**config.mk**
```make
export PLATFORM = sky130hd
export DESIGN_NAME = addr_relocator
export DESIGN_NICKNAME = d
export VERILOG_FILES = /design/src/rtl/rg_pkg.sv /design/src/rtl/rg_cfg_regs.sv /design/src/rtl/rg_xlate_stage.sv /design/src/rtl/addr_relocator.sv
export SDC_FILE = /design/constraint.sdc
export NUM_CORES = 1
export LEC_CHECK = 0
export ABC_AREA = 1
export BUFFER_PORTS_ARGS = -buffer_cell sky130_fd_sc_hd__buf_2
export CAP_MARGIN = 10
export CORE_MARGIN = 1
export CORE_UTILIZATION = 51
export CTS_CLUSTER_DIAMETER = 150
export DETAILED_ROUTE_END_ITERATION = 8
export PLACE_DENSITY = 0.89
export SKIP_LAST_GASP = 1
export SYNTH_ARGS = -nofsm -noshare
export SYNTH_HDL_FRONTEND = slang
export SYNTH_HIERARCHICAL = 1
export SYNTH_SLANG_ARGS = --single-unit
```
**constraint.sdc**
```tcl
create_clock -name clk -period 1.8 [get_ports clk]
set_input_delay 0.36 -clock clk [delete_from_list [all_inputs] [get_ports clk]]
set_output_delay 0.36 -clock clk [all_outputs]
set_load 0.05 [all_outputs]
```
**src/rtl/rg_pkg.sv**
```systemverilog
package rg_pkg;
  typedef enum logic {
    CFG_BASE  = 1'b0,
    CFG_LIMIT = 1'b1
  } cfg_sel_e;
endpackage

```
**src/rtl/rg_cfg_regs.sv**
```systemverilog
module rg_cfg_regs #(
  parameter int PA_W = 16
) (
  input  logic                  clk,
  input  logic                  rst,
  input  logic                  cfg_we,
  input  rg_pkg::cfg_sel_e      cfg_sel,
  input  logic [PA_W-1:0]       cfg_wdata,
  output logic [PA_W-1:0]       base_q,
  output logic [PA_W-1:0]       limit_q
);
  // a write lands at the clock edge, so only later requests see it
  always_ff @(posedge clk) begin
    if (rst) begin
      base_q  <= '0;
      limit_q <= '0;
    end else if (cfg_we) begin
      if (cfg_sel == rg_pkg::CFG_BASE) base_q  <= cfg_wdata;
      else                             limit_q <= cfg_wdata;
    end
  end
endmodule

```
**src/rtl/rg_xlate_stage.sv**
```systemverilog
module rg_xlate_stage #(
  parameter int LA_W = 12,
  parameter int PA_W = 16
) (
  input  logic            clk,
  input  logic            rst,
  input  logic [PA_W-1:0] base_q,
  input  logic [PA_W-1:0] limit_q,
  input  logic            req_valid,
  input  logic [LA_W-1:0] req_addr,
  input  logic            req_super,
  output logic            req_ready,
  input  logic            mem_ready,
  output logic            mem_valid,
  output logic [PA_W-1:0] mem_addr,
  output logic            trap,
  output logic [LA_W-1:0] fault_addr
);
  localparam int EXT_W = PA_W - LA_W;

  logic [PA_W-1:0] addr_ext;
  logic [PA_W-1:0] reloc_addr;
  logic            in_range;
  logic            accept;

  generate
    if (EXT_W > 0) begin : g_ext
      assign addr_ext = {{EXT_W{1'b0}}, req_addr};
    end else begin : g_same
      assign addr_ext = req_addr[PA_W-1:0];
    end
  endgenerate

  // limit compare and base add run side by side in one stage
  assign in_range   = addr_ext < limit_q;
  assign reloc_addr = base_q + addr_ext;
  assign req_ready  = !mem_valid || mem_ready;
  assign accept     = req_valid && req_ready;

  always_ff @(posedge clk) begin
    if (rst) begin
      mem_valid  <= 1'b0;
      mem_addr   <= '0;
      trap       <= 1'b0;
      fault_addr <= '0;
    end else begin
      trap <= 1'b0;
      if (accept) begin
        if (req_super) begin
          mem_valid <= 1'b1;
          mem_addr  <= addr_ext;
        end else if (in_range) begin
          mem_valid <= 1'b1;
          mem_addr  <= reloc_addr;
        end else begin
          mem_valid  <= 1'b0;
          trap       <= 1'b1;
          fault_addr <= req_addr;
        end
      end else if (mem_ready) begin
        mem_valid <= 1'b0;
      end
    end
  end

  assert_trap_no_access_R3: assert property (@(posedge clk) disable iff (rst)
    trap |-> !mem_valid);

  assert_fault_hold_R4: assert property (@(posedge clk) disable iff (rst)
    !trap |-> $stable(fault_addr));

  assert_super_no_trap_R5: assert property (@(posedge clk) disable iff (rst)
    (req_valid && req_ready && req_super) |=> !trap);

  assert_stall_hold_R7: assert property (@(posedge clk) disable iff (rst)
    (mem_valid && !mem_ready) |=> (mem_valid && $stable(mem_addr)));

  assert_trap_cause_R8: assert property (@(posedge clk) disable iff (rst)
    !(req_valid && req_ready) |=> !trap);
endmodule

```
**src/rtl/addr_relocator.sv**
```systemverilog
module addr_relocator #(
  parameter int LA_W = 12,
  parameter int PA_W = 16
) (
  input  logic            clk,
  input  logic            rst,
  input  logic            cfg_we,
  input  logic            cfg_sel,
  input  logic [PA_W-1:0] cfg_wdata,
  input  logic            req_valid,
  output logic            req_ready,
  input  logic [LA_W-1:0] req_addr,
  input  logic            req_super,
  output logic            mem_valid,
  input  logic            mem_ready,
  output logic [PA_W-1:0] mem_addr,
  output logic            trap,
  output logic [LA_W-1:0] fault_addr
);
  logic [PA_W-1:0] base_q;
  logic [PA_W-1:0] limit_q;

  rg_cfg_regs #(.PA_W(PA_W)) i_regs (
    .clk       (clk),
    .rst       (rst),
    .cfg_we    (cfg_we),
    .cfg_sel   (rg_pkg::cfg_sel_e'(cfg_sel)),
    .cfg_wdata (cfg_wdata),
    .base_q    (base_q),
    .limit_q   (limit_q)
  );

  rg_xlate_stage #(.LA_W(LA_W), .PA_W(PA_W)) i_xlate (
    .clk        (clk),
    .rst        (rst),
    .base_q     (base_q),
    .limit_q    (limit_q),
    .req_valid  (req_valid),
    .req_addr   (req_addr),
    .req_super  (req_super),
    .req_ready  (req_ready),
    .mem_ready  (mem_ready),
    .mem_valid  (mem_valid),
    .mem_addr   (mem_addr),
    .trap       (trap),
    .fault_addr (fault_addr)
  );

  initial begin
    assert (PA_W > LA_W) else $error("PA_W must exceed LA_W");
  end
endmodule

```
-- Word level (Yosys, flattened, before mapping)
Cells that the tools add are included.
- add/subtract/negate cells: 1
- $lt $le $gt $ge: 1
- multiplexer cells: 7
- bitwise operators: 4
- reduce and logical (&&, ||, !) cells: 10
- operators by type and width (operator ; count):
    $mux 16 ; 2
    $add 16x12->16 ; 1
    $lt 12x16->1 ; 1
    $reduce_and 2->1 ; 3
    $mux 1 ; 5
    $not 1->1 ; 4
    $reduce_bool 2->1 ; 2
    $reduce_and 3->1 ; 1
    $reduce_or 3->1 ; 1
    $logic_and 1x1->1 ; 1
    $logic_not 1->1 ; 1
    $logic_or 1x1->1 ; 1
- bits in registers: 62
- word-level logic and storage cells: 29

-- Depth between registers and ports, before layout
- depth after elaboration: 5
- gate-level depth with buffers: 15
- depth with buffers taken out: 15

-- Modules after synthesis
Netlist, hierarchy kept.
- by module, submodules not included (module ; instances ; cells an instance ; area each (sq um) ; seq. area each (sq um)):
    rg_xlate_stage ; 1 ; 415 ; 2506.2 ; 600.6
    rg_cfg_regs ; 1 ; 177 ; 1308.8 ; 640.6

-- Worst setup path before layout
Ideal clock, no wire load.
- path type: input -> register
- start: input req_addr[0]
- end: register i_xlate.mem_addr[14]
- arrival: 1727 ps
- slack: -43 ps
- stages: 12
- buffers on the path: 0
- cell sequence: ha_1 -> fa_1 -> nand3_1 -> nand3_1 -> nand2_1 -> nand2_1 -> nand2_1 -> nand3b_1 -> nand3_1 -> nand3_1 -> nand2_1 -> nor2_1
- cells in the longest elaborated chain, start to end: 3
- RTL lines (element ; line ; source):
    start: declaration ; addr_relocator.sv:12 ; input logic [LA_W-1:0] req_addr,
    $add 16x12->16 or $lt 12x16->1 (tied branches) ; rg_xlate_stage.sv:36, rg_xlate_stage.sv:35 ;
    $mux 16 or $reduce_bool 2->1 (tied branches) ; -- ;
    $mux 16 or $reduce_and 2->1 (tied branches) ; -- ;
    end signal: assignment ; rg_xlate_stage.sv:51 ; mem_addr <= addr_ext;
    end signal: assignment ; rg_xlate_stage.sv:54 ; mem_addr <= reloc_addr;
    end: declaration ; rg_xlate_stage.sv:15 ; output logic [PA_W-1:0] mem_addr,
Several ways; a longest one is shown, not always the timed one. The select of a mux whose other input is x is not followed.
A chain may end at the register's enable or synchronous reset.

-- Worst setup path in the final report
- start: register i_regs.base_q[0]
- end: register i_xlate.mem_addr[4]
- cells in the longest elaborated chain, start to end: 3
- RTL lines (element ; line ; source):
    start: declaration ; rg_cfg_regs.sv:9 ; output logic [PA_W-1:0] base_q,
    start signal: assignment ; rg_cfg_regs.sv:18 ; if (cfg_sel == rg_pkg::CFG_BASE) base_q <= cfg_wdata;
    $add 16x12->16 ; rg_xlate_stage.sv:36 ; assign reloc_addr = base_q + addr_ext;
    $mux 16 ; rg_xlate_stage.sv:52 ; end else if (in_range) begin
    $mux 16 ; rg_xlate_stage.sv:49 ; if (req_super) begin
Every way passes these cells. The select of a mux whose other input is x is not followed.

==> impl_metrics.env <==
export IMPL_r2r_slack_ps=-10
export IMPL_cts_buffers=9
export IMPL_hold_path_depth=3
export IMPL_dpl_hpwl_um=8070
export IMPL_rsz0062_at_grt="yes"
export IMPL_dr_total_vias=4270
export IMPL_core_um2=7250
export IMPL_cts_clk_slew_worst_paths_ps=80
export IMPL_first_pass_iters=5
export IMPL_p_per_area_nw_per_um2=779
export IMPL_violations="negative setup slack"
export IMPL_critPathArrivalTime_ps=2050
export IMPL_path_max_fanout=4
export IMPL_syn_inst=592
export IMPL_reg2reg_depth=11
export IMPL_slew_headroom_pct=60.7
export IMPL_synthDistinctLibCells=30
export IMPL_num_io_pins=66
export IMPL_avgSynthCellArea_um2=6.44
export IMPL_dieArea_um2=7830
export IMPL_grt_busiest_layer="met2"
export IMPL_ys_seq_area_share_pct=32.5
export IMPL_r2r_start="i_regs/base_q[0]$_SDFFE_PP0P_"
export IMPL_port_buffers=65
export IMPL_row_count=31
export IMPL_grt_max_degree=26
export IMPL_antenna_found_initial=0
export IMPL_worstMarginPinSlew_ps=589
export IMPL_clockRootBuffer="clkbuf_8"
export IMPL_use_met2_pct=46.2
export IMPL_cts_num_sinks=62
export IMPL_n_antenna_cell=0
export IMPL_area_growth_pct=33.0
export IMPL_fin_tns_setup_ps=-17.9
export IMPL_wl_per_cell_um=14.7
export IMPL_gp_congestion=0.950
export IMPL_cts_tree="built"
export IMPL_gr_usage_all_layers_pct=27.7
export IMPL_start_kind="flip-flop"
export IMPL_min_delay_start="cfg_wdata[1]"
export IMPL_post_route_util_pct=69.9
export IMPL_met1_usage_pct=33.0
export IMPL_critPathBufInv=1
export IMPL_end_kind="flip-flop"
export IMPL_synth_seq_cells=62
export IMPL_drcViolationCount=0
export IMPL_die_w_um=88.5
export IMPL_die_h_um=88.5
export IMPL_dpl_cell_area_um2=4410
export IMPL_yosysTopAreaCell="dfxtp_1"
export IMPL_cpPeakStageDelay_ps=360
export IMPL_grt_first_pass_wirelength_um=16500
export IMPL_grt_overflow_total=0
export IMPL_finalNetCount=748
export IMPL_crit_top_cell="nor2_1"
export IMPL_clock_fmax_mhz=552
export IMPL_synth_fp_nets=651
export IMPL_drt_iter0_drc=273
export IMPL_path_class="reg -> reg"
export IMPL_setup_viol=2
export IMPL_first_global_vias=3702
export IMPL_wirelength_um=11700
export IMPL_holdPathEnd="i_regs/limit_q[1]$_SDFFE_PP0P_"
export IMPL_drv_slew=0
export IMPL_period_share_pct=101
export IMPL_hold_violations=0
export IMPL_drive_gt1_share_pct=30.1
export IMPL_clkLatencyLatePin_ps=350
export IMPL_h_tree_depth=3
export IMPL_cp_slowest_cell="fa_2"
export IMPL_use_met3_pct=4.94
export IMPL_cap_violations=0
export IMPL_fin_skew_ps=14.3
export IMPL_fin_area_um2=5070
export IMPL_required_ps=2040
export IMPL_start_util_pct=52.6
export IMPL_synth_top_area_share_pct=32.5
export IMPL_ys_top_cells_by_area="dfxtp_1 (33%), nand2_1 (16%), nand3_1 (9.2%)"
export IMPL_syn_area_um2=3810
export IMPL_cts_buffer_depth=2
export IMPL_hold_path_class="in -> reg"
export IMPL_final_antenna_net_count=0
export IMPL_run_status="finished with violations"
export IMPL_path_delay_family="adder cells"
export IMPL_synth_warnings=6
export IMPL_leakagePower_nw=2.47
export IMPL_fin_crit_ps=1810
export IMPL_vias_per_cell=5.38
export IMPL_path_cells="ha_4 -> fa_2 -> nand3_2 -> nand3_4 -> buf_4 -> nor2_2 -> nor2_1 -> a22oi_1 -> nand3_1 -> nand2_1 -> nor2_1"
export IMPL_r2r_end="i_xlate/mem_addr[4]$_SDFFE_PP0P_"
export IMPL_setup_ws_ps=-12.9
export IMPL_ir_worst_vdd_uv=434
==> kinds of logic (layout without fill, tap and decap cells) <==
group                    count (synthesis)  after routing  share of synthesized area (%)
AO/OA/AOI/OAI                           63             63                           8.56
XOR/XNOR                                 1              1                          0.230
adder cells (fa/ha/maj)                 24             24                           8.07
buffers and inverters                  101            201                           11.7
flip-flops                              62             62                           32.5
AND/OR/NAND/NOR                        341            343                           38.9
==> cells in the final DEF (no fill, tap or decap), types with 4 or more instances in the layout <==
master / n
a21oi_2: 12
nand2_2: 9
inv_2: 7
a21oi_1: 38
dfxtp_2: 11
nand4_1: 16
ha_4: 13
buf_2: 65
buf_6: 4
nand2_8: 4
dfxtp_1: 51
buf_4: 40
o21ai_0: 5
nor2_1: 70
nand2_1: 155
clkbuf_8: 10
nor2_2: 4
nand3_1: 60
nand3b_1: 4
inv_1: 68
nand3_2: 9
ha_1: 10
==> metal layers <==
layer,share of wire (%),vias to the layer above
li1,-,2089
met1,41,1951
met2,49,183
met3,5.5,47
met4,4.1,0
met5,0,-
==> report_power, final <==
group	internal (W)	leakage (nW)	total (W)	switching, W
Clock	0.000543	0.0889	0.00113	0.000585
Combinational	0.000479	1.86	0.00129	0.000808
Sequential	0.00147	0.514	0.00154	0.0000705
Total	0.00249	2.47	0.00395	0.00146
==> Yosys cell counts <==
cell,instances
nand2_1,164
nor2_1,74
inv_1,71
nand3_1,70
dfxtp_1,62
a21oi_1,52
ha_1,23
nand4_1,16
buf_2,8
clkbuf_1,6
o21ai_0,6
buf_4,5
buf_6,5
inv_2,4
nand3b_1,4
nand2_4,3
a22oi_1,2
and2_1,2
buf_1,2
nor3_1,2
or2_2,2
a21boi_1,1
fa_1,1
nand2_2,1
nand3_2,1
nor2_8,1
o21a_1,1
o22ai_1,1
or2_1,1
xnor2_1,1
==> worst max path at each step <==
| stage | start | to | slack (ps) | cells past startpoint |
|---|---|---|---|---|
| global route | i_regs/limit_q[3]$_SDFFE_PP0P_ | i_xlate/mem_addr[4]$_SDFFE_PP0P_ | -140 | 15 |
| CTS | i_regs/limit_q[5]$_SDFFE_PP0P_ | i_xlate/mem_addr[10]$_SDFFE_PP0P_ | 0.6 | 12 |
| floorplan | req_addr[0] | i_xlate/mem_addr[14]$_SDFFE_PP0P_ | 20 | 12 |
| detailed placement | req_addr[5] | i_xlate/mem_addr[11]$_SDFFE_PP0P_ | -270 | 13 |
| global placement | req_addr[0] | i_xlate/mem_addr[14]$_SDFFE_PP0P_ | -230 | 14 |
| finish | i_regs/base_q[0]$_SDFFE_PP0P_ | i_xlate/mem_addr[4]$_SDFFE_PP0P_ | -10 | 11 |
==> tightest hold or removal path, stage by stage <==
cell,delay [ps]
buf_2,110
nand3_1,60
a21oi_1,60
==> state kept, by name (all words and copies together), names as in the netlist <==
register and flops:
i_regs/base_q 16, i_xlate/fault_addr 12, i_xlate/mem_addr 16, i_xlate/mem_valid 1, i_regs/limit_q 16, i_xlate/trap 1
==> metrics by stage <==
| step | total power [W] | hold WS [ps] | cells | setup slack, ps |
|---|---|---|---|---|
| floorplan | 0.00229 | 429 | 592 | 17.9 |
| global placement | 0.00257 | 448 | 770 | -229 |
| detailed placement | 0.00261 | 453 | 770 | -275 |
| CTS | 0.00378 | 269 | 788 | 0.561 |
| global route | 0.00415 | 267 | 793 | -145 |
| finish | 0.00395 | 268 | 793 | -12.9 |
==> final cells by class <==
type | instances | area, µm²
Multi-Input combinational cell | 431 | 2540
Fill cell | 577 | 2180
Sequential cell | 62 | 1250
Timing Repair Buffer | 110 | 691
Inverter | 75 | 282
Clock buffer | 10 | 138
Tap cell | 99 | 124
Clock inverter | 6 | 46.3
==> what timing repair did <==
action                     4_1_cts  5_1_grt
setup buffers                    0        5
setup endpoints to repair       29       29
cloned                           2        0
pin swaps                       11       25
resized for setup               28       55
hold buffers                     0        0
No activity file was read; power rests on OpenSTA's default activity.
